--- config.mk ---
export PLATFORM = sky130hd
export DESIGN_NAME = sps_serial_slave
export DESIGN_NICKNAME = d
export VERILOG_FILES = /design/src/rtl/sps_pkg.sv /design/src/rtl/sps_sync.sv /design/src/rtl/sps_front.sv /design/src/rtl/sps_wr.sv /design/src/rtl/sps_rd.sv /design/src/rtl/sps_serial_slave.sv
export SDC_FILE = /design/constraint.sdc
export NUM_CORES = 1
export LEC_CHECK = 0
export ABC_AREA = 1
export BUFFER_PORTS_ARGS = -buffer_cell sky130_fd_sc_hd__clkbuf_2
export CAP_MARGIN = 5
export CORE_ASPECT_RATIO = 2
export CORE_MARGIN = 5
export CORE_UTILIZATION = 40
export CTS_CLUSTER_DIAMETER = 150
export DETAILED_ROUTE_END_ITERATION = 12
export SYNTH_ARGS = -nofsm -noshare
export SYNTH_HDL_FRONTEND = slang
export SYNTH_SLANG_ARGS = --single-unit
--- constraint.sdc ---
create_clock -name clk -period 2.6 [get_ports clk]
set_input_delay 0.78 -clock clk [delete_from_list [all_inputs] [get_ports clk]]
set_output_delay 0.78 -clock clk [all_outputs]
set_load 0.01 [all_outputs]
--- src/rtl/sps_pkg.sv ---
// Shared types and address constants for the serial control slave.
// Assumes an 8-bit address whose value is formed high-nibble first.
package sps_pkg;
    typedef enum logic [2:0] {
        MD_IDLE = 3'd0,
        MD_WR1  = 3'd1,
        MD_WR2  = 3'd2,
        MD_WR3  = 3'd3,
        MD_RD   = 3'd4
    } mode_e;

    localparam int unsigned ADDR_W = 8;
    localparam logic [ADDR_W-1:0] ADDR_WR1 = 8'h82;
    localparam logic [ADDR_W-1:0] ADDR_WR2 = 8'h92;
    localparam logic [ADDR_W-1:0] ADDR_WR3 = 8'hB2;
    localparam logic [ADDR_W-1:0] ADDR_RD  = 8'hA2;

    // Map an address value to its transfer mode
    function automatic mode_e decode_addr(input logic [ADDR_W-1:0] a);
        case (a)
            ADDR_WR1: return MD_WR1;
            ADDR_WR2: return MD_WR2;
            ADDR_WR3: return MD_WR3;
            ADDR_RD:  return MD_RD;
            default:  return MD_IDLE;
        endcase
    endfunction
endpackage

--- src/rtl/sps_sync.sv ---
// Multi-stage synchronizer for a vector of asynchronous inputs.
// Assumes STAGES >= 2; every bit sees the same delay.
module sps_sync #(
    parameter int unsigned W      = 4,
    parameter int unsigned STAGES = 2
) (
    input  logic         clk,
    input  logic         rst_n,
    input  logic [W-1:0] d,
    output logic [W-1:0] q
);
    localparam int unsigned CW = W * STAGES;

    logic [CW-1:0] chain;

    // Shift the inputs through the register chain
    always_ff @(posedge clk) begin
        if (!rst_n) chain <= '0;
        else        chain <= {chain[CW-W-1:0], d};
    end

    assign q = chain[CW-1 -: W];
endmodule

--- src/rtl/sps_front.sv ---
// Edge detection, address capture and mode decode.
// Assumes synchronized inputs; the address is shifted only while chip-enable is low.
module sps_front
    import sps_pkg::*;
(
    input  logic  clk,
    input  logic  rst_n,
    input  logic  ce_s,
    input  logic  sclk_s,
    input  logic  din_s,
    output logic  ce_rise,
    output logic  ce_fall,
    output logic  sclk_rise,
    output logic  sclk_fall,
    output mode_e mode
);
    logic              ce_d;
    logic              sclk_d;
    logic [ADDR_W-1:0] addr_sh;

    // Remember last levels for edge detection
    always_ff @(posedge clk) begin
        if (!rst_n) begin
            ce_d   <= 1'b0;
            sclk_d <= 1'b0;
        end else begin
            ce_d   <= ce_s;
            sclk_d <= sclk_s;
        end
    end

    assign ce_rise   = ce_s & ~ce_d;
    assign ce_fall   = ~ce_s & ce_d;
    assign sclk_rise = sclk_s & ~sclk_d;
    assign sclk_fall = ~sclk_s & sclk_d;

    // Collect address bits LSB first while chip-enable is low
    always_ff @(posedge clk) begin
        if (!rst_n)                  addr_sh <= '0;
        else if (sclk_rise && !ce_s) addr_sh <= {din_s, addr_sh[ADDR_W-1:1]};
    end

    // Commit the mode on chip-enable rise, drop it on release
    always_ff @(posedge clk) begin
        if (!rst_n)       mode <= MD_IDLE;
        else if (ce_rise) mode <= decode_addr({addr_sh[3:0], addr_sh[7:4]});
        else if (ce_fall) mode <= MD_IDLE;
    end
endmodule

--- src/rtl/sps_wr.sv ---
// Data word assembler and write banks.
// A bank takes the word at chip-enable release only after exactly DATA_W bits.
module sps_wr #(
    parameter int unsigned DATA_W  = 24,
    parameter int unsigned N_BANKS = 3
) (
    input  logic                             clk,
    input  logic                             rst_n,
    input  logic [N_BANKS-1:0]               wr_sel,
    input  logic                             sclk_rise,
    input  logic                             din_s,
    input  logic                             ce_fall,
    output logic [N_BANKS-1:0]               upd,
    output logic [N_BANKS-1:0][DATA_W-1:0]   banks_q
);
    localparam int unsigned CW = $clog2(DATA_W + 2);
    localparam logic [CW-1:0] FULL = CW'(DATA_W);
    localparam logic [CW-1:0] OVER = CW'(DATA_W + 1);

    logic [DATA_W-1:0] sh;
    logic [CW-1:0]     cnt;
    logic              wr_act;
    logic              full;

    assign wr_act = |wr_sel;
    assign full   = (cnt == FULL);

    // Shift data bits in, first bit ending at bit 0
    always_ff @(posedge clk) begin
        if (!rst_n)                  sh <= '0;
        else if (sclk_rise && wr_act) sh <= {din_s, sh[DATA_W-1:1]};
    end

    // Count data bits, saturating one past the word length
    always_ff @(posedge clk) begin
        if (!rst_n || ce_fall)                         cnt <= '0;
        else if (sclk_rise && wr_act && cnt != OVER)   cnt <= cnt + 1'b1;
    end

    for (genvar g = 0; g < N_BANKS; g++) begin : g_bank
        logic [DATA_W-1:0] bank_r;

        assign upd[g] = ce_fall && wr_sel[g] && full;

        // Latch the assembled word into this bank
        always_ff @(posedge clk) begin
            if (!rst_n)      bank_r <= '0;
            else if (upd[g]) bank_r <= sh;
        end

        assign banks_q[g] = bank_r;
    end
endmodule

--- src/rtl/sps_rd.sv ---
// Read shifter: loads a snapshot at chip-enable rise, shifts MSB first on
// shift-clock falls while read mode is active, zero-filling behind.
module sps_rd #(
    parameter int unsigned RD_W = 21
) (
    input  logic            clk,
    input  logic            rst_n,
    input  logic            ce_rise,
    input  logic            sclk_fall,
    input  logic            rd_act,
    input  logic [RD_W-1:0] snap,
    output logic            dout
);
    logic [RD_W-1:0] sh;

    // Load the snapshot, then shift it out one bit per falling edge
    always_ff @(posedge clk) begin
        if (!rst_n)                  sh <= '0;
        else if (ce_rise)            sh <= snap;
        else if (sclk_fall && rd_act) sh <= {sh[RD_W-2:0], 1'b0};
    end

    assign dout = sh[RD_W-1];
endmodule

--- src/rtl/sps_serial_slave.sv ---
// Address-prefixed serial control slave (top).
// Assumes the serial lines hold each level for several system clocks.
// The counter input is quasi-static; it is captured at the start of a read.
module sps_serial_slave
    import sps_pkg::*;
#(
    parameter int unsigned DATA_W  = 24,
    parameter int unsigned CNT_W   = 20,
    parameter int unsigned PORT_N  = 4,
    parameter int unsigned STAGES  = 2
) (
    input  logic              clk,
    input  logic              rst_n,
    input  logic              ser_en,
    input  logic              ser_clk,
    input  logic              ser_din,
    output logic              ser_dout,
    output logic              ser_dout_oe,
    input  logic [CNT_W-1:0]  cnt_in,
    input  logic              bio_in,
    output logic [PORT_N-1:0] port_low,
    output logic              bio_low,
    output logic [DATA_W-1:0] bank1_q,
    output logic [DATA_W-1:0] bank2_q,
    output logic [DATA_W-1:0] bank3_q
);
    localparam int unsigned N_BANKS = 3;
    localparam int unsigned RD_W    = CNT_W + 1;
    localparam int unsigned DIR_BIT = PORT_N;
    localparam int unsigned VAL_BIT = PORT_N + 1;

    logic [3:0]                       sync_q;
    logic                             ce_s, sclk_s, din_s, bio_s;
    logic                             ce_rise, ce_fall, sclk_rise, sclk_fall;
    mode_e                            mode;
    logic [N_BANKS-1:0]               wr_sel;
    logic [N_BANKS-1:0]               upd;
    logic [N_BANKS-1:0][DATA_W-1:0]   banks;
    logic                             rd_act;

    sps_sync #(.W(4), .STAGES(STAGES)) u_sync (
        .clk   (clk),
        .rst_n (rst_n),
        .d     ({bio_in, ser_din, ser_clk, ser_en}),
        .q     (sync_q)
    );

    assign {bio_s, din_s, sclk_s, ce_s} = sync_q;

    sps_front u_front (
        .clk       (clk),
        .rst_n     (rst_n),
        .ce_s      (ce_s),
        .sclk_s    (sclk_s),
        .din_s     (din_s),
        .ce_rise   (ce_rise),
        .ce_fall   (ce_fall),
        .sclk_rise (sclk_rise),
        .sclk_fall (sclk_fall),
        .mode      (mode)
    );

    assign wr_sel = {mode == MD_WR3, mode == MD_WR2, mode == MD_WR1};

    sps_wr #(.DATA_W(DATA_W), .N_BANKS(N_BANKS)) u_wr (
        .clk       (clk),
        .rst_n     (rst_n),
        .wr_sel    (wr_sel),
        .sclk_rise (sclk_rise),
        .din_s     (din_s),
        .ce_fall   (ce_fall),
        .upd       (upd),
        .banks_q   (banks)
    );

    assign rd_act = (mode == MD_RD) && ce_s;

    sps_rd #(.RD_W(RD_W)) u_rd (
        .clk       (clk),
        .rst_n     (rst_n),
        .ce_rise   (ce_rise),
        .sclk_fall (sclk_fall),
        .rd_act    (rd_act),
        .snap      ({bio_s, cnt_in}),
        .dout      (ser_dout)
    );

    assign ser_dout_oe = rd_act;
    assign bank1_q     = banks[0];
    assign bank2_q     = banks[1];
    assign bank3_q     = banks[2];
    assign port_low    = banks[0][PORT_N-1:0];
    assign bio_low     = banks[0][DIR_BIT] & banks[0][VAL_BIT];
endmodule

---- After elaboration in Yosys (flattened, before gate mapping) ----
Cells that the tools add are included.
cells by class
  add/subtract/negate cells ............... 1
  multipliers ............................. 0
  divide/modulo/power cells ............... 0
  magnitude comparators ................... 0
  equal/unequal tests ..................... 10
  shift operators ......................... 0
  muxes and demuxes ....................... 5
  bitwise gates (word level) .............. 9
  reduce and logical (&&, ||, !) cells .... 17
operators by type and width
  operator             number
  $mux 21              2
  $eq 8x8->1 const B   4
  $pmux 3 s4           1
  $logic_and 1x1->1    11
  $eq 3x2->1 const B   2
  $mux 3               2
  $add 5x1->5 const B  1
  $and 1x1->1          5
  $eq 5x5->1 const B   1
  $ne 5x5->1 const B   1
  $not 1->1            4
  $reduce_bool 2->1    2
  $eq 3x1->1 const B   1
  $eq 3x3->1 const B   1
  $reduce_or 3->1      1
  $logic_not 1->1      2
  $logic_or 1x1->1     1
word-level totals
  bits in registers ....................... 143
  bits in latches ......................... 0
  bits in writable memories ............... 0
  bits in read-only memories .............. 0
  input bits .............................. 26
  output and inout bits ................... 79
  memories kept ........................... 0

---- Longest topological paths before layout ----
Gate-level depths: netlist of run 1.
  depth after elaboration ................. 5
  depth in mapped cells ................... 8

---- Hierarchy ----
Synthesis of run 1 repeated with hierarchy kept, for this count alone.
unflattened totals
  cells, all modules ...................... 819
  area total of the unflattened synthesis .. 5953.2 um^2
modules (own cells, without submodules)
  module            instances  cells an instance  area an instance (um^2)
  sps_wr            1          542                3877.5
  sps_rd            1          160                1192.4
  sps_front         1          71                 549.3
  sps_sync          1          29                 255.2
  sps_serial_slave  1          17                 78.8

---- Worst setup path after synthesis of run 1 ----
Ideal clock, no wire load.
  path type ............................... in2reg
  from .................................... input rst_n
  to ...................................... register u_wr.g_bank[0].bank_r[10]
  data arrival time ....................... 1.383 ns
  data required time ...................... 2.538 ns
  slack ................................... 1.155 ns
  cell stages on the path ................. 4
  path buffers ............................ 2
  cells stage by stage .................... buf_2 buf_1 nand2_1 nor2_2
RTL lines
  what                  line                    text
  from (decl)           sps_serial_slave.sv:13  input logic rst_n,
  to (signal assigned)  sps_wr.sv:48            else if (upd[g]) bank_r <= sh;
  to (decl)             sps_wr.sv:41            logic [DATA_W-1:0] bank_r;

---- Worst setup path in the final report of run 1 ----
  from .................................... register u_front.mode[0]
  to ...................................... output ser_dout_oe
between the ends
  word-level cells in the longest chain between the ends .. 2
ends and longest elaborated chain
  what                    line                    text
  from (decl)             sps_front.sv:15         output mode_e mode
  from (signal assigned)  sps_front.sv:46         else if (ce_rise) mode <= decode_addr({addr_sh[3:0], addr_sh[7:4]});
  $eq 3x3->1              sps_serial_slave.sv:76  assign rd_act = (mode == MD_RD) && ce_s;
  $logic_and 1x1->1       sps_serial_slave.sv:76
  to (decl)               sps_serial_slave.sv:18  output logic ser_dout_oe,
No other way between the ends.

==> results of run 1 <==
stage by stage:
stage,cell area (µm²),worst slack [ps]
6_report,7180,610
5_1_grt,7180,517
4_1_cts,7180,585
3_5_place_dp,6620,708
3_3_place_gp,6620,712
2_1_floorplan,6050,1150
area by class of cell:
cell class              count  area [µm²]
clock buffers              18         439
clock inverters            14         124
fillers                  1583        7630
inverters                  58         218
multi-input cells         562        2640
flip-flops and latches    143        2860
well taps                 195         244
repair buffers            120         656
tightest hold or removal path, stage by stage (launching register included):
cell and delay [ps]:
dfxtp_1 300, nand2_1 50, inv_1 40
cell families (layout without fill, tap and decap cells):
family / count (synthesis) / in the layout
adder cells (fa/ha/maj): 5 / 5
buffers and inverters: 113 / 210
flip-flops: 143 / 143
XOR/XNOR: 1 / 1
AO/OA/AOI/OAI: 90 / 90
AND/OR/NAND/NOR: 465 / 465
multiplexers: 1 / 1
registers in the layout, indices dropped and copies added (netlist names), 3 cells and up:
| register | cells |
|---|---|
| u_front.addr_sh | 8 |
| u_front.mode | 3 |
| u_rd.sh | 21 |
| u_sync.chain | 8 |
| u_wr.cnt | 5 |
| u_wr.g_bank.bank_r | 72 |
| u_wr.sh | 24 |
final timing paths:
path / from / end / slack [ps] / depth (start not counted)
min reg2reg: u_sync.chain[3]$_SDFF_PN0_ / u_sync.chain[7]$_SDFF_PN0_ / 410 / 2
max reg2reg: u_wr.cnt[0]$_SDFFE_PP0P_ / u_wr.g_bank[0].bank_r[13]$_SDFFE_PN0P_ / 940 / 8
max: u_front.mode[0]$_SDFFE_PN0P_ / ser_dout_oe / 610 / 4
min: u_sync.chain[3]$_SDFF_PN0_ / u_sync.chain[7]$_SDFF_PN0_ / 410 / 2
cells in the mapped netlist:
library cell  instances  area share, %
buf_4                10            1.2
nor3_1                1          0.083
clkbuf_1             14           0.87
nor3_4                3           0.81
inv_1                54            3.3
nand2_2               1           0.10
inv_2                 3           0.19
nand2_1             190             12
o21ai_0              31            2.6
dfxtp_1             143             47
nand3_1             102            8.4
buf_2                16            1.3
clkinv_1              1          0.062
buf_1                 6           0.37
nand3_2               1           0.17
mux2i_1               1           0.17
a21oi_1              59            4.9
nor2_1               99            6.1
nand4_1               3           0.31
xor2_1                1           0.14
nor3_2                1           0.17
nand4_4               1           0.35
nor2_2               63            6.5
ha_1                  5            1.0
buf_6                 9            1.7
layout by cell type (no fill, tap or decap), drive strengths merged:
master and count:
xor2 1, nand2 191, o21ai 31, clkbuf 121, a21oi 59, nor2 162
clkinv 4, dfxtp 143, clkinvlp 4, buf 17, nand4 4, nand3 103
nor3 5, ha 5, inv 64, mux2i 1
metal layers:
layer / up-vias / GRT usage (%) / part of all wire [%]
met2: 102 / 30.1 / 55
met1: 2333 / 16.4 / 40
li1: 2744 / - / -
met4: 0 / 5.23 / 1.0
met5: - / 0 / 0
met3: 7 / 4.60 / 4.6
report_power, final:
part / switching (W) / total, W / internal, W
combinational: 0.000104 / 0.000156 / 0.0000518
sequential: 0.00000725 / 0.00221 / 0.00221
clock: 0.00101 / 0.00228 / 0.00128
total: 0.00112 / 0.00465 / 0.00353
==> qor.yml, run 1 <==
logic_synthesis:
  yosysWarnings: 0
  syn_inst: 818
  ys_ff_latch: 143
  yosys.area_share.adder_pct: 1.03
  synthesis.area_um2: 6050
  yosys.cell_types.count: 25
  muxShareOfSynthArea_pct: 0.165
  synth_compound_area_share_pct: 7.44
  seq_area_frac_synth_pct: 47.3
  synth_area_per_cell_um2: 7.40
  synth_xor_area_share_pct: 0.145
  synth_fp_nets: 849
  synth_top_family_by_area: "simple AND/OR/NAND/NOR gates"
  synthSimpleGateAreaFrac_pct: 34.8
placement:
  port_buffers: 104
  gp_congestion: 0.741
  place_inst: 1078
  dp_hpwl_mm: 9.62
global_route:
  grt_pass1_vias: 4794
  grtUsageTotal_pct: 15.8
  grt-ovfl-total: 0
  grt_start_max_net_pins: 79
  grt_first_pass_wirelength_mm: 23.0
  antenna_found_initial: 0
status:
  outcome: "completed"
cts:
  cts.sinks: 143
  ctsLongestPathBuffers: 2
  ctsHtreeMaxLevel: 4
  ctsHoldBuffers: 0
  clkTransAtPathRegs_ps: 60
  cts_root_buffer: "clkbuf_16"
  cts_inserted_buffers: 17
  cts_tree: "built"
  post_cts_buffers: 0
  clk-insertion-delay-late_ps: 420
  post_cts_resized: 0
drt:
  drtAntennaViolNets: 0
  first_iter_violations: 172
  routed_via_density: 4.67
  drt_wl_total_mm: 13.8
  vias: 5186
  drt_first_pass_iters: 4
  wl_per_cell_um: 12.5
  route.detailed.drc: 0
cells_and_area:
  drive_gt1_share_pct: 24.6
  syn_to_final_growth_pct: 18.7
  utilization_pct: 48.5
  final_nets: 933
  antenna_cells: 0
  final_cell_count_no_fill: 1110
setup_path:
  endpoint_kind: "output pin"
  critPathBufInv: 2
  critical-path-slowest-cell: "dfxtp_1"
  required_ps: 1820
  critPathKind: "reg -> out"
  path_max_fanout: 5
  cp-start-kind: "flip-flop"
  crit_chain: "inv_1, nand2_1, nor2_2, clkbuf_2"
  crit_family: "flip-flops"
  max_stage_delay_ps: 350
  arrival_ps: 1210
min_path:
  hp-class: "reg -> reg"
sta:
  tns_ps: 0
  rsz0062_at_grt: "no"
  period_share_pct: 76.6
  hold_slack_ps: 413
  final_hold_viol_count: 0
  skew_ps: 20.3
  maxSlewHeadroom_pct: 50.6
  fmax_mhz: 502
  report.final.setup_viol: 0
  max_slew.worst_pin.slew_ps: 740
  min_period_ps: 1990
  finalMaxSlewViolations: 0
pwr:
  power_w: 0.00465
  vdd_drop_max_v: 0.000404
  power_density_nw_per_um2: 648
  cellLeakagePower_nw: 3.09
floorplan:
  coreArea_um2: 14800
  die_height_um: 184
  initial_core_util_pct: 40.8
  die-area_um2: 17800
  io_pins: 105
  placementRows: 63
  die_w_um: 97.0
run:
  cap_violations: 0
(Power assumes the default switching activity.)
==> run 2: changes to the inputs <==
--- a/config.mk
+++ b/config.mk
@@ -5,7 +5,7 @@
 export SDC_FILE = /design/constraint.sdc
 export NUM_CORES = 1
 export LEC_CHECK = 0
-export ABC_AREA = 1
+export ABC_AREA = 0
 export BUFFER_PORTS_ARGS = -buffer_cell sky130_fd_sc_hd__clkbuf_2
 export CAP_MARGIN = 5
 export CORE_ASPECT_RATIO = 2
==> constraint.sdc (replaced) <==
create_clock -name clk -period 1.6 [get_ports clk]
set_input_delay 0.48 -clock clk [delete_from_list [all_inputs] [get_ports clk]]
set_output_delay 0.48 -clock clk [all_outputs]
set_load 0.01 [all_outputs]
==> qor.yml, run 2 <==
status:
  outcome: "complete, but fails checks"  # was completed
  violations: "setup timing"
cells_and_area:
  drive_gt1_share_pct: 25.3  # was 24.6%
  syn_to_final_growth_pct: 27.3  # was 18.7%
  largest_reg_flops: 72  # unchanged
  fillers: 1357  # was 1583
  largest_register: "u_wr.g_bank.bank_r"  # unchanged
  final_cell_count_no_fill: 910  # was 1110
  layout_commonest_cell: "dfxtp_1"  # was nand2_1
  final_nets: 736  # was 933
  top_regs: "u_wr.g_bank.bank_r: 72 flops, u_wr.sh: 24 flops, u_rd.sh: 21 flops"  # unchanged
  antenna_cells: 0  # unchanged
  final_cell_mix: "139 x dfxtp_1, 102 x clkbuf_2, 99 x nand2_1"  # was 190 x nand2_1, 143 x dfxtp_1, 103 x clkbuf_2
  utilization_pct: 51.3  # was 48.5%
setup_path:
  endpoint_kind: "output pin"  # unchanged
  critical-path-slowest-cell: "and4bb_2"  # was dfxtp_1
  r2r_cells: 6  # was 8
  r2r-start: "u_sync.chain[4]$_SDFF_PN0_"  # was u_wr.cnt[0]$_SDFFE_PP0P_
  cp-start-kind: "flip-flop"  # unchanged
  path_max_fanout: 2  # was 5
  critPathKind: "reg -> out"  # unchanged
  arrival_ps: 1220  # was 1210 ps
  crit_chain: "and4bb_2, buf_6"  # was inv_1, nand2_1, nor2_2, clkbuf_2
  worstReg2RegEnd: "u_wr.g_bank[1].bank_r[15]$_SDFFE_PN0P_"  # was u_wr.g_bank[0].bank_r[13]$_SDFFE_PN0P_
  max_stage_delay_ps: 350  # about the same
  required_ps: 1120  # was 1820 ps
  reg2reg_slack_ps: 100  # was 940 ps
global_route:
  grt_start_max_net_pins: 63  # was 79
  grt_pass1_vias: 4367  # was 4794
  grt-ovfl-total: 0  # unchanged
  grtUsageTotal_pct: 15.3  # was 15.8%
  grt_first_pass_wirelength_mm: 21.0  # was 23.0 mm
  antenna_found_initial: 0  # unchanged
drt:
  drtAntennaViolNets: 0  # unchanged
  routed_via_density: 4.99  # was 4.67
  wl_per_cell_um: 14.0  # was 12.5 µm
  route.detailed.drc: 0  # unchanged
  drt_first_pass_iters: 5  # was 4
  first_iter_violations: 205  # was 172
  drt_wl_total_mm: 12.8  # was 13.8 mm
  vias: 4541  # was 5186
pwr:
  cellLeakagePower_nw: 3.06  # was 3.09 nW
  power_density_nw_per_um2: 1070  # was 648 nW/µm²
  vdd_drop_max_v: 0.000641  # was 0.000404 V
placement:
  dp_hpwl_mm: 8.58  # was 9.62 mm
  gp_congestion: 0.788  # was 0.741
  place_inst: 874  # was 1078
  port_buffers: 104  # unchanged
  pre_cts_slack_ps: 16.7  # was 708 ps
logic_synthesis:
  synth_area_per_cell_um2: 9.49  # was 7.40 µm²
  async_flop_share_pct: 0  # unchanged
  syn_inst: 603  # was 818
  ys_ff_latch: 143  # unchanged
  yosys.cell_types.count: 40  # was 25
  yosysWarnings: 0  # unchanged
  synth_most_common_cell: "dfxtp_1"  # was nand2_1
  synth_commonest_cells: "143 x dfxtp_1, 99 x nand2_1, 80 x mux2i_1, 44 x a21boi_0, 44 x o21ai_0"  # was 190 x nand2_1, 143 x dfxtp_1, 102 x nand3_1, 99 x nor2_1, 63 x nor2_2
  synth_fp_nets: 634  # was 849
  synth_edf_count: 0  # unchanged
  synth.largest_area_cell: "dfxtp_1"  # unchanged
  seq_area_frac_synth_pct: 50.0  # was 47.3%
  netlist.area_leader.share_pct: 50.0  # was 47.3%
  synth_ff_type: "dfxtp_1"  # unchanged
  synthesis.area_um2: 5720  # was 6050 µm²
  synth_area_leaders: "dfxtp_1 50%, mux2i_1 14%, nand2_1 6.5%"  # was dfxtp_1 47%, nand2_1 12%, nand3_1 8.4%
cts:
  clkTransAtPathRegs_ps: 60  # about the same
  cts_tree: "built"  # unchanged
  ctsHoldBuffers: 0  # unchanged
  cts.sinks: 143  # unchanged
  clk-insertion-delay-late_ps: 410  # was 420 ps
  ctsLongestPathBuffers: 2  # unchanged
  cts_inserted_buffers: 17  # unchanged
  ctsHtreeMaxLevel: 4  # unchanged
  cts_root_buffer: "clkbuf_16"  # unchanged
floorplan:
  die-area_um2: 16900  # was 17800 µm²
  io_pins: 105  # unchanged
  coreArea_um2: 14200  # was 14800 µm²
  placementRows: 62  # was 63
  initial_core_util_pct: 40.3  # was 40.8%
  die_height_um: 179  # was 184 µm
  die_w_um: 94.6  # was 97.0 µm
sta:
  max_slew.worst_pin.slew_ps: 500  # was 740 ps
  skew_ps: 11.3  # was 20.3 ps
  fmax_mhz: 590
  tns_ps: -96.0  # was 0 ps
  period_share_pct: 106
  report.final.setup_viol: 1  # was 0
  finalMaxSlewViolations: 0  # unchanged
  maxSlewHeadroom_pct: 66.2  # was 50.6%
  rsz0062_at_grt: "yes"  # was no
  layout_setup_ws_ps: -96.0  # was 610 ps
  min_period_ps: 1700
  final_hold_viol_count: 0  # unchanged
min_path:
  hold_end: "u_sync.chain[3]$_SDFF_PN0_"  # was u_sync.chain[7]$_SDFF_PN0_
  whs_path_depth: 2  # unchanged
  min_from: "bio_in"  # was u_sync.chain[3]$_SDFF_PN0_
  hp-class: "in -> reg"  # was reg -> reg
run:
  cap_violations: 0  # unchanged
[run 2: what timing repair did]
action | CTS | global route
setup endpoints to repair | 5 | 4
setup buffers | 4 | 0
pin swaps | 1 | 3
gates resized for setup | 9 | 5
endpoints found under the hold margin | 0 | 0
[run 2: worst max path at each step]
stage,from,endpoint,slack (ps),cells past startpoint
floorplan,u_wr.cnt[0]$_SDFFE_PP0P_,u_wr.g_bank[0].bank_r[10]$_SDFFE_PN0P_,4,6
global placement,u_front.mode[1]$_SDFFE_PN0P_,u_wr.sh[9]$_SDFFE_PN0P_,60,4
detailed placement,u_front.mode[1]$_SDFFE_PN0P_,u_wr.sh[6]$_SDFFE_PN0P_,20,4
CTS,u_front.mode[1]$_SDFFE_PN0P_,ser_dout_oe,-140,2
global route,u_front.mode[1]$_SDFFE_PN0P_,ser_dout_oe,-140,2
finish,u_front.mode[1]$_SDFFE_PN0P_,ser_dout_oe,-100,2
[run 2: where the power goes]
group / switching [W] / internal (W)
registers: 0.0000131 / 0.00359
clock network: 0.00158 / 0.00237
logic: 0.000158 / 0.000120
[run 2: stage by stage]
stage	hold slack, ps	power [W]	area, µm²
after floorplan	412	0.00387	5720
after global placement	417	0.00396	6620
after detailed placement	417	0.00397	6620
after CTS	256	0.00794	7260
after global routing	258	0.00814	7290
final	273	0.00783	7290
[run 2: area by class of cell]
cell class              count  area (µm²)  area share, %
flip-flops and latches    143        2870           39.4
multi-input cells         401        2650           36.4
repair buffers            135         900           12.3
clock buffers              18         439           6.03
well taps                 192         240           3.30
clock inverters            14         158           2.16
inverters                   7        26.3          0.361
[run 2: cells by family after synthesis]
| logic type | after synthesis | synth area share [%] |
|---|---|---|
| simple gates | 192 | 16.2 |
| flops | 143 | 50.0 |
| compound gates | 123 | 14.0 |
| mux | 80 | 14.0 |
| buf+inv | 59 | 4.48 |
| fa+ha+maj | 5 | 1.09 |
| xor+xnor | 1 | 0.153 |
[run 2: critical path: cells and delay by family, from the launching register on]
kind                   cells  cell delay [ps]
buffers and inverters      1              120
flip-flops                 1              340
AND/OR/NAND/NOR            1              350
[run 2: metal layers]
metal	track usage, %	share of wire, %	vias up	wire [µm]
li1	-	-	2289	-
met1	20.0	46	2149	5870
met2	24.7	48	95	6170
met3	3.74	4.8	8	616
met4	5.24	0.89	0	113
met5	0	0	-	0
==> run 3: changes to the inputs <==
--- a/config.mk
+++ b/config.mk
@@ -6,6 +6,7 @@
 export NUM_CORES = 1
 export LEC_CHECK = 0
 export ABC_AREA = 0
+export ABC_CLOCK_PERIOD_IN_PS = 1500
 export BUFFER_PORTS_ARGS = -buffer_cell sky130_fd_sc_hd__clkbuf_2
 export CAP_MARGIN = 5
 export CORE_ASPECT_RATIO = 2
==> constraint.sdc (replaced) <==
create_clock -name clk -period 1.5 [get_ports clk]
set_input_delay 0.45 -clock clk [delete_from_list [all_inputs] [get_ports clk]]
set_output_delay 0.45 -clock clk [all_outputs]
set_load 0.01 [all_outputs]
==> qor.yml, run 3 (synthesis results as in run 2) <==
pwr:
  vdd_drop_max_v: 0.000728  # was 0.000641 V
  switchingPower_w: 0.00195  # was 0.00175 W
  power_density_nw_per_um2: 1090  # was 1070 nW/µm²
  power.internal_w: 0.00679  # was 0.00608 W
  clkPwrFrac_pct: 50.7  # was 50.4%
  cellLeakagePower_nw: 3.31  # was 3.06 nW
  seqPwrFrac_pct: 44.1  # was 46.1%
  pwr-share-comb_pct: 5.2  # was 3.5%
  switching_share_pct: 22.3  # about the same
cells_and_area:
  largest_register: "u_wr.g_bank.bank_r"  # unchanged
  layout_commonest_cell: "dfxtp_1"  # unchanged
  largest_reg_flops: 72  # unchanged
  fin_area_um2: 8000  # was 7290 µm²
  final_nets: 757  # was 736
  top_regs: "u_wr.g_bank.bank_r: 72 flops, u_wr.sh: 24 flops, u_rd.sh: 21 flops"  # unchanged
  final_cell_mix: "135 x dfxtp_1, 102 x clkbuf_2, 99 x nand2_1"  # was 139 x dfxtp_1, 102 x clkbuf_2, 99 x nand2_1
  fillers: 1273  # was 1357
  syn_to_final_growth_pct: 39.8  # was 27.3%
  drive_gt1_share_pct: 38.7  # was 25.3%
  antenna_cells: 0  # unchanged
drt:
  drtAntennaViolNets: 0  # unchanged
  route.detailed.drc: 0  # unchanged
  vias: 4709  # was 4541
  first_iter_violations: 163  # was 205
  routed_via_density: 5.06  # was 4.99
  wl_per_cell_um: 15.1  # was 14.0 µm
  drt_first_pass_iters: 4  # was 5
  drt_wl_total_mm: 14.0  # was 12.8 mm
global_route:
  grtUsageMet2_pct: 25.1  # was 24.7%
  grt_busiest_layer: "met2"  # unchanged
  grt_first_pass_wirelength_mm: 21.7  # was 21.0 mm
  grt_start_max_net_pins: 72  # was 63
  grt_pass1_vias: 4524  # was 4367
  grtUsageMet3_pct: 4.49  # was 3.74%
  grtUsageTotal_pct: 15.8  # was 15.3%
  use_met1_pct: 20.4  # was 20.0%
  grt-ovfl-total: 0  # unchanged
  antenna_found_initial: 0  # unchanged
sta:
  min_period_ps: 1660
  max_slew.worst_pin.slew_ps: 623  # was 500 ps
  hold_slack_ps: 239  # was 273 ps
  rsz0062_at_grt: "yes"  # unchanged
  layout_setup_ws_ps: -160  # was -96.0 ps
  skew_ps: 8.99  # was 11.3 ps
  final_hold_viol_count: 0  # unchanged
  period_share_pct: 111
  report.final.setup_viol: 26  # was 1
  fmax_mhz: 603
  finalMaxSlewViolations: 0  # unchanged
  maxSlewHeadroom_pct: 57.9  # was 66.2%
status:
  violations: "setup timing"  # unchanged
  outcome: "complete, but fails checks"  # unchanged
min_path:
  whs_path_depth: 2  # unchanged
  hold_end: "u_sync.chain[1]$_SDFF_PN0_"  # was u_sync.chain[3]$_SDFF_PN0_
  min_from: "ser_clk"  # was bio_in
  hp-class: "in -> reg"  # unchanged
setup_path:
  reg2reg_slack_ps: -130  # was 100 ps
  critPathKind: "reg -> out"  # unchanged
  path_max_fanout: 2  # unchanged
  worstReg2RegEnd: "u_rd.sh[11]$_SDFFE_PN0P_"  # was u_wr.g_bank[1].bank_r[15]$_SDFFE_PN0P_
  cp-start-kind: "flip-flop"  # unchanged
  arrival_ps: 1210  # was 1220 ps
  crit_chain: "buf_6, and4bb_4, buf_6"  # was and4bb_2, buf_6
  cp_common_cell: "buf_6"
  required_ps: 1050  # was 1120 ps
  critical-path-slowest-cell: "dfxtp_2"  # was and4bb_2
  endpoint_kind: "output pin"  # unchanged
  r2r_cells: 10  # was 6
  r2r-start: "u_sync.chain[4]$_SDFF_PN0_"  # unchanged
  max_stage_delay_ps: 330  # was 350 ps
cts:
  ctsLongestPathBuffers: 2  # unchanged
  cts.sinks: 143  # unchanged
  cts_tree: "built"  # unchanged
  cts_inserted_buffers: 17  # unchanged
  ctsHtreeMaxLevel: 4  # unchanged
  ctsHoldBuffers: 0  # unchanged
  clkTransAtPathRegs_ps: 60  # about the same
  clk-insertion-delay-late_ps: 410  # about the same
  cts_root_buffer: "clkbuf_16"  # unchanged
placement:
  dp_hpwl_mm: 8.58  # about the same
  post_dp_cell_area_um2: 6710  # was 6620 µm²
  port_buffers: 104  # unchanged
  gp_congestion: 0.791  # was 0.788
run:
  cap_violations: 0  # unchanged
floorplan:
  placementRows: 62  # unchanged
  initial_core_util_pct: 40.3  # unchanged
  coreArea_um2: 14200  # unchanged
  die_w_um: 94.6  # unchanged
  die_height_um: 179  # unchanged
  io_pins: 105  # unchanged
  die-area_um2: 16900  # unchanged
## run 3: cell types whose count changed in the layout (fill, tap and decap cells not counted), moves of 5 or more
cell and delta:
buf_6 +8, buf_4 +6, a211oi_1 -14, a21boi_0 -18, a211oi_2 +14, dfxtp_2 +5, o21ai_0 -21, o21ai_4 +8
a21boi_2 +15, nor2_2 +19, nor2_1 -18, o21ai_2 +12
## run 3: worst max-delay path by stage
stage                                          start  depth (start not counted)                                     end
after floorplan             u_wr.cnt[0]$_SDFFE_PP0P_                          6  u_wr.g_bank[2].bank_r[10]$_SDFFE_PN0P_
after global placement      u_wr.cnt[1]$_SDFFE_PP0P_                          6  u_wr.g_bank[1].bank_r[14]$_SDFFE_PN0P_
after detailed placement  u_sync.chain[4]$_SDFF_PN0_                          6  u_wr.g_bank[1].bank_r[12]$_SDFFE_PN0P_
after CTS                 u_sync.chain[4]$_SDFF_PN0_                          3                             ser_dout_oe
after global routing      u_sync.chain[4]$_SDFF_PN0_                          3                             ser_dout_oe
final                     u_sync.chain[4]$_SDFF_PN0_                          3                             ser_dout_oe
## run 3: stage by stage
stage / setup slack [ps] / utilization, % / setup TNS (ps) / std cells / total power (W)
floorplan: -62.8 / - / -1260 / 603 / 0.00412
global placement: 54.1 / 47.3 / 0 / 883 / 0.00424
detailed placement: -2.46 / 47.3 / -2.46 / 883 / 0.00424
CTS: -202 / 52.0 / -231 / 918 / 0.00871
global route: -196 / 56.4 / -3530 / 931 / 0.00907
finish: -160 / 56.4 / -1240 / 931 / 0.00874
## run 3: worst max-delay path, delay by kind of cell (launching register included)
| family | cells | cell delay, ps |
|---|---|---|
| buf+inv | 2 | 200 |
| flops | 1 | 330 |
| simple gates | 1 | 270 |
## run 3: final cells by class
cell class | instances | area, µm² | share of cell area [%]
multi-input combinational | 401 | 3040 | 37.9
sequential | 143 | 2880 | 35.9
timing repair buffer | 156 | 1190 | 14.9
clock buffer | 19 | 453 | 5.66
tap | 192 | 240 | 3.00
clock inverter | 13 | 174 | 2.17
inverter | 7 | 30.0 | 0.375
## run 3: routing by layer
metal | part of all wire (%) | routed length, µm
met5 | 0 | 0
met3 | 4.8 | 668
met1 | 46 | 6420
met2 | 48 | 6780
met4 | 1.1 | 155
## run 3: power groups by stage
| stage | registers (W) | clock network (W) | logic [W] |
|---|---|---|---|
| after floorplan | 0.00393 | 0 | 0.000191 |
| after global placement | 0.00393 | 0 | 0.000307 |
| after detailed placement | 0.00394 | 0 | 0.000307 |
| after CTS | 0.00385 | 0.00455 | 0.000312 |
| after global routing | 0.00386 | 0.00472 | 0.000487 |
| final | 0.00386 | 0.00443 | 0.000453 |
## run 3: timing repair
| action | CTS | global route |
|---|---|---|
| cloned | 0 | 5 |
| buffers inserted | 3 | 8 |
| setup endpoints to repair | 8 | 76 |
| pin swaps | 1 | 42 |
| gates resized for setup | 9 | 145 |
